[src/rtl/pcm_store.sv]
module pcm_store #(
   parameter int DEPTH = 8,
   parameter int DW    = 8,
   localparam int AW   = $clog2(DEPTH),
   localparam int CW   = $clog2(DEPTH + 1)
) (
   input  logic          clk,
   input  logic          rst_n,
   input  logic          wr_en,
   input  logic [DW-1:0] wr_data,
   input  logic          pop,
   output logic [DW-1:0] head_data,
   output logic [CW-1:0] occ,
   output logic          full,
   output logic          empty,
   output logic          push
);

   logic [DW-1:0] slot [DEPTH];
   logic [AW-1:0] wptr, rptr;

   if (DEPTH < 2 || (DEPTH & (DEPTH - 1)) != 0) begin : g_bad_depth
      $error("pcm_store: DEPTH must be a power of two of at least 2");
   end

   assign full  = (occ == CW'(DEPTH));
   assign empty = (occ == '0);
   assign push  = wr_en && !full;

   for (genvar g = 0; g < DEPTH; g++) begin : g_slot
      always_ff @(posedge clk or negedge rst_n) begin
         if (!rst_n)
            slot[g] <= '0;
         else if (push && wptr == AW'(g))
            slot[g] <= wr_data;
      end
   end

   assign head_data = slot[rptr];

   always_ff @(posedge clk or negedge rst_n) begin
      if (!rst_n) begin
         wptr <= '0;
         rptr <= '0;
         occ  <= '0;
      end else begin
         if (push) wptr <= wptr + 1'b1;
         if (pop)  rptr <= rptr + 1'b1;
         case ({push, pop})
            2'b10:   occ <= occ + 1'b1;
            2'b01:   occ <= occ - 1'b1;
            default: occ <= occ;
         endcase
      end
   end

   // occupancy never exceeds the depth
   a_r1_no_overflow: assert property (@(posedge clk) disable iff (!rst_n)
      occ <= CW'(DEPTH));

   // a write into a full store with no removal leaves the count alone
   a_r4_full_write_dropped: assert property (@(posedge clk) disable iff (!rst_n)
      (full && wr_en && !pop) |=> (full && occ == $past(occ)));

   // no removal from an empty store
   a_r1_no_underflow: assert property (@(posedge clk) disable iff (!rst_n)
      empty |-> !pop);

endmodule

[src/rtl/pcm_repeat.sv]
module pcm_repeat #(
   parameter int SEL_W = 2
) (
   input  logic             clk,
   input  logic             rst_n,
   input  logic             rd_req,
   input  logic             empty,
   input  logic [SEL_W-1:0] dup_sel,
   output logic             pop
);

   logic [SEL_W-1:0] served;
   logic             last_rep;

   if (SEL_W < 1 || SEL_W > 4) begin : g_bad_sel
      $error("pcm_repeat: SEL_W must lie in 1..4");
   end

   assign last_rep = (served >= dup_sel);
   assign pop      = rd_req && !empty && last_rep;

   always_ff @(posedge clk or negedge rst_n) begin
      if (!rst_n)
         served <= '0;
      else if (rd_req && !empty)
         served <= last_rep ? '0 : served + 1'b1;
   end

   // after a removal the next sample starts its count afresh
   a_r3_restart_after_pop: assert property (@(posedge clk) disable iff (!rst_n)
      pop |=> (served == '0));

   // a request that does not remove advances the repeat count
   a_r3_count_advances: assert property (@(posedge clk) disable iff (!rst_n)
      (rd_req && !empty && !pop) |=> (served == $past(served) + 1'b1));

endmodule

[src/rtl/pcm_flags.sv]
module pcm_flags #(
   parameter int DEPTH = 8,
   parameter int LEVEL = DEPTH / 2,
   localparam int CW   = $clog2(DEPTH + 1)
) (
   input  logic          clk,
   input  logic          rst_n,
   input  logic [CW-1:0] occ,
   input  logic          push,
   input  logic          pop,
   input  logic          rd_req,
   input  logic          empty,
   input  logic          urun_clr,
   output logic          sreq,
   output logic          urun
);

   logic at_level, fall_below, rise_above, drained, starved;

   if (LEVEL < 1 || LEVEL >= DEPTH) begin : g_bad_level
      $error("pcm_flags: LEVEL must lie strictly between 0 and DEPTH");
   end

   assign at_level   = (occ == CW'(LEVEL));
   assign fall_below = at_level && pop && !push;
   assign rise_above = at_level && push && !pop;
   assign drained    = (occ == CW'(1)) && pop && !push;
   assign starved    = rd_req && empty;

   always_ff @(posedge clk or negedge rst_n) begin
      if (!rst_n)
         sreq <= 1'b1;
      else if (fall_below)
         sreq <= 1'b1;
      else if (rise_above)
         sreq <= 1'b0;
   end

   always_ff @(posedge clk or negedge rst_n) begin
      if (!rst_n)
         urun <= 1'b0;
      else if ((drained || starved) && !push)
         urun <= 1'b1;
      else if (push || urun_clr)
         urun <= 1'b0;
   end

   // leaving the threshold downward raises the request
   a_r5_request_on_drop: assert property (@(posedge clk) disable iff (!rst_n)
      (at_level && pop && !push) |=> sreq);

   // leaving the threshold upward drops the request
   a_r5_quiet_on_fill: assert property (@(posedge clk) disable iff (!rst_n)
      (at_level && push && !pop) |=> !sreq);

   // no change away from the threshold
   a_r5_hold_elsewhere: assert property (@(posedge clk) disable iff (!rst_n)
      !at_level |=> $stable(sreq));

   // draining the last sample flags an under-run
   a_r6_flag_on_drain: assert property (@(posedge clk) disable iff (!rst_n)
      (occ == CW'(1) && pop && !push) |=> urun);

   // the flag only falls on a clear or an accepted write
   a_r7_sticky: assert property (@(posedge clk) disable iff (!rst_n)
      (urun && !urun_clr && !push) |=> urun);

endmodule

[src/rtl/pcm_rate_buffer.sv]
module pcm_rate_buffer #(
   parameter int DEPTH = 8,
   parameter int IN_W  = 8,
   parameter int PAD_W = 8,
   parameter int SEL_W = 2,
   parameter int LEVEL = DEPTH / 2,
   localparam int OUT_W = IN_W + PAD_W,
   localparam int CW    = $clog2(DEPTH + 1)
) (
   input  logic             clk,
   input  logic             rst_n,
   input  logic             wr_en,
   input  logic [IN_W-1:0]  wr_byte,
   input  logic             rd_req,
   input  logic [SEL_W-1:0] dup_sel,
   input  logic             urun_clr,
   input  logic             req_ie,
   input  logic             urun_ie,
   output logic [OUT_W-1:0] sample_out,
   output logic             sreq,
   output logic             urun,
   output logic             busy,
   output logic             irq
);

   logic [IN_W-1:0]  head;
   logic [CW-1:0]    occ;
   logic             full, empty, push, pop;
   logic [OUT_W-1:0] widened;

   pcm_store #(.DEPTH(DEPTH), .DW(IN_W)) u_store (
      .clk(clk), .rst_n(rst_n), .wr_en(wr_en), .wr_data(wr_byte),
      .pop(pop), .head_data(head), .occ(occ), .full(full),
      .empty(empty), .push(push)
   );

   pcm_repeat #(.SEL_W(SEL_W)) u_repeat (
      .clk(clk), .rst_n(rst_n), .rd_req(rd_req), .empty(empty),
      .dup_sel(dup_sel), .pop(pop)
   );

   pcm_flags #(.DEPTH(DEPTH), .LEVEL(LEVEL)) u_flags (
      .clk(clk), .rst_n(rst_n), .occ(occ), .push(push), .pop(pop),
      .rd_req(rd_req), .empty(empty), .urun_clr(urun_clr),
      .sreq(sreq), .urun(urun)
   );

   if (PAD_W > 0) begin : g_pad
      assign widened = {head, {PAD_W{1'b0}}};
   end else begin : g_nopad
      assign widened = head;
   end

   always_ff @(posedge clk or negedge rst_n) begin
      if (!rst_n)
         sample_out <= '0;
      else if (rd_req)
         sample_out <= empty ? '0 : widened;
   end

   assign busy = full;
   assign irq  = (sreq && req_ie) || (urun && urun_ie);

   // an empty buffer answers with silence
   a_r6_empty_silence: assert property (@(posedge clk) disable iff (!rst_n)
      (rd_req && empty) |=> (sample_out == '0));

   // output holds between requests
   a_r2_hold_idle: assert property (@(posedge clk) disable iff (!rst_n)
      !rd_req |=> $stable(sample_out));

endmodule

[config.mk]
export PLATFORM = sky130hd
export DESIGN_NAME = pcm_rate_buffer
export DESIGN_NICKNAME = d
export VERILOG_FILES = /design/src/rtl/pcm_store.sv /design/src/rtl/pcm_repeat.sv /design/src/rtl/pcm_flags.sv /design/src/rtl/pcm_rate_buffer.sv
export SDC_FILE = /design/constraint.sdc
export NUM_CORES = 1
export LEC_CHECK = 0
export BUFFER_PORTS_ARGS = -buffer_cell sky130_fd_sc_hd__buf_2
export CAP_MARGIN = 0
export CORE_MARGIN = 5
export CORE_UTILIZATION = 53
export DETAILED_ROUTE_END_ITERATION = 16
export PLACE_DENSITY = 0.75
export SETUP_SLACK_MARGIN = 0.1
export SLEW_MARGIN = 20
export SYNTH_ARGS = -nofsm -noshare
export SYNTH_HDL_FRONTEND = slang
export SYNTH_SLANG_ARGS = --single-unit
[constraint.sdc]
create_clock -name clk -period 2.2 [get_ports clk]
set_clock_uncertainty 0.1 [all_clocks]
set_input_delay 0.22 -clock clk [delete_from_list [all_inputs] [get_ports clk]]
set_output_delay 0.22 -clock clk [all_outputs]
set_load 0.01 [all_outputs]
==> flow_metrics.py <==
metrics = {
    "run_status": {
        "outcome": "completed",
    },
    "grt": {
        "grt_util_all_layers_pct": 17.7,
        "grt-ovfl-total": 0,
        "grt_first_pass_wirelength_mm": 13.6,
        "grt_antenna_before_repair": 0,
        "grt_start_max_net_pins": 51,
        "grt_pass1_vias": 2674,
    },
    "power_and_ir_drop": {
        "p_seq_share_pct": 42.0,
        "combPwrFrac_pct": 40.5,
        "intPower_mw": 4.53,
        "power.density_nw_per_um2": 1460,
        "p_leak_nw": 2.13,
        "clkPwrFrac_pct": 17.5,
        "vdd_ir_drop_max_v": 0.000688,
        "p_sw_mw": 2.32,
        "switching_share_pct": 33.8,
    },
    "finish": {
        "area_growth_pct": 12.7,
        "fin_nets": 380,
        "mostFrequentLayoutCell": "dfrtp_1",
        "diodes": 0,
        "postLayoutCoreUtil_pct": 60.9,
        "layout_common_cells": "85 x dfrtp_1, 63 x mux2_2, 27 x buf_2",
        "drive_gt1_share_pct": 40.4,
    },
    "setup_path": {
        "critical_path_arrival_ns": 2.20,
        "rr_worst_depth": 9,
        "rr_endpoint": "u_store.occ[3]",
        "startpoint_type": "flip-flop",
        "cp-end-kind": "flip-flop",
        "critPathMaxFanout": 4,
        "rrSetupSlack_ns": 0.18,
        "critPathRequiredTime_ns": 2.38,
        "path_class": "flip-flop to flip-flop",
        "r2r_start": "u_repeat.served[0]",
    },
    "sta": {
        "fmax_ghz": 0.494,
        "finalCritPeriodShare_pct": 92.0,
        "finalSetupTns_ns": 0,
        "rsz0062_at_grt": "false",
        "finalSetupViolCount": 0,
        "worst_slew_pin_slew_ns": 0.728,
        "hold_violations": 0,
        "report.final.slew_viol_count": 0,
        "setup_ws_ns": 0.176,
        "period_needed_ns": 2.02,
        "slew_headroom_pct": 51.5,
    },
    "min_path": {
        "holdCritStartpoint": "wr_en",
        "hold_path_class": "input pin to flip-flop",
        "hold-path-endpoint": "u_flags.sreq",
        "hold_path_depth": 3,
    },
    "run": {
        "maxCapViolations": 0,
    },
    "placed_design": {
        "hpwlAfterDp_mm": 5.37,
        "dp_worst_setup_slack_ns": 0.105,
        "gp_congestion": 0.758,
        "io_buffers": 28,
    },
    "floorplanning": {
        "fp.dieH_um": 98.5,
        "ioPinCount": 37,
        "coreArea_um2": 7690,
        "rows": 32,
        "die_area_um2": 9710,
        "start_util_pct": 54.0,
        "die_x_um": 98.5,
    },
    "logic_synthesis": {
        "syn_area_per_cell_um2": 13.4,
        "syn_area_um2": 4150,
        "ys_async_sr_fraction_pct": 100,
        "synth_cells": 310,
        "synth-seq-cells": 86,
        "synth-seq-area-share_pct": 51.8,
        "synth_edf_count": 0,
        "synth_cell_type_count": 39,
        "synthFlopType": "dfrtp_1",
        "yosysWarnings": 0,
    },
    "clock_network": {
        "clk_latency_ns": 0.35,
        "cts_tree": "built",
        "path_clk_slew_ns": 0.08,
        "cts-buffers-inserted": 9,
        "cts_buffer_depth": 2,
        "clock_sink_count": 86,
        "cts_root_buf": "clkbuf_8",
        "htree_levels": 3,
    },
    "drt": {
        "wl_mm": 8.13,
        "via_per_inst": 5.63,
        "drt_first_pass_iters": 4,
        "drcViolationCount": 0,
        "drt-wirelength-per-cell_um": 17.8,
        "vias": 2567,
        "drtIter0Drc": 135,
        "postRouteAntennaNets": 0,
    },
}
==> cells by family after synthesis <==
kind of cell    synth area share, %
mux                            26.3
fa+ha+maj                      3.92
xor+xnor                       1.48
simple gates                   6.78
other cells                  0.0903
buf+inv                        4.55
compound gates                 5.06
flops                          51.8
==> worst max-delay path: stages, from the launching register on <==
cell,delay [ns]
dfrtp_1,0.38
inv_1,0.10
ha_1,0.23
nand2b_1,0.18
a21oi_2,0.17
nor2_1,0.09
ha_2,0.21
nand4b_1,0.19
a21oi_2,0.16
xor2_1,0.14
==> metrics by stage <==
stage	power (mW)	instance area, µm²	hold slack [ns]	cells
after CTS	6.86	4670	0.00425	455
after detailed placement	5.65	4440	0.116	438
final	6.85	4680	0.0147	456
after global placement	5.51	4440	0.117	438
after global routing	7.32	4680	0.0495	456
after floorplan	4.89	4190	-0.176	317
==> Yosys cell counts (2+ instances only) <==
| master | count | share of area (%) |
|---|---|---|
| dfrtp_1 | 85 | 51 |
| mux2_2 | 63 | 17 |
| inv_1 | 19 | 1.7 |
| mux2i_1 | 18 | 4.3 |
| ha_1 | 13 | 3.9 |
| nand3_1 | 12 | 1.4 |
| o21ai_0 | 12 | 1.4 |
| nand2_1 | 11 | 0.99 |
| buf_4 | 9 | 1.6 |
| mux4_2 | 8 | 4.3 |
| o2111ai_1 | 8 | 1.7 |
| nand2_2 | 5 | 0.75 |
| a21oi_1 | 4 | 0.48 |
| buf_2 | 4 | 0.48 |
| clkbuf_1 | 4 | 0.36 |
| nor2_1 | 4 | 0.36 |
| xnor2_1 | 4 | 0.84 |
| nand3_4 | 3 | 1.3 |
| xor2_1 | 3 | 0.63 |
| mux2_1 | 2 | 0.54 |
==> power groups by stage <==
stage	logic, mW	registers (mW)	clock network (mW)
after global routing	3.05	2.98	1.29
after CTS	2.77	2.87	1.21
final	2.77	2.88	1.20
after detailed placement	2.73	2.91	0
after global placement	2.65	2.86	0
after floorplan	2.15	2.74	0
==> metal layers <==
metal	vias to the layer above	wire length [µm]	share of wire, %	track usage [%]
met5	-	0	0	0
met4	0	155	1.9	6.83
met3	13	528	6.5	3.89
met2	60	3870	48	28.4
met1	1321	3580	44	23.7
li1	1173	-	-	-
==> layout make-up <==
cell class	count	area, µm²
fillers	626	3000
flip-flops and latches	86	2150
multi-input cells	193	1850
repair buffers	41	268
clock buffers	10	128
well taps	102	128
clock inverters	5	85.1
inverters	19	71.3
==> registers in the layout (all words and copies together), names as in the netlist <==
name             flops
u_store.wptr         3
u_store.occ          4
u_flags.urun         1
u_store.slot        64
u_repeat.served      2
u_flags.sreq         1
u_store.rptr         3
sample_out           8
==> worst max-delay path by stage <==
stage | start | end | slack [ns] | cells past startpoint
5_1_grt | u_repeat.served[0] | u_store.occ[3] | 0.06 | 9
3_3_place_gp | u_store.occ[1] | u_store.occ[3] | 0.17 | 9
3_5_place_dp | u_store.occ[1] | u_store.occ[3] | 0.10 | 9
6_report | u_repeat.served[0] | u_store.occ[3] | 0.18 | 9
2_1_floorplan | u_store.occ[0] | u_store.occ[3] | 0.10 | 9
4_1_cts | u_repeat.served[0] | u_store.occ[3] | 0.17 | 9
==> repair_timing <==
item,in CTS,in global routing
setup buffers,1,1
setup endpoints to repair,1,1
gates resized for setup,0,2
pin swaps,0,2
hold endpoints to repair,36,0
hold buffers,1,0
No activity file was read; power rests on OpenSTA's default activity.
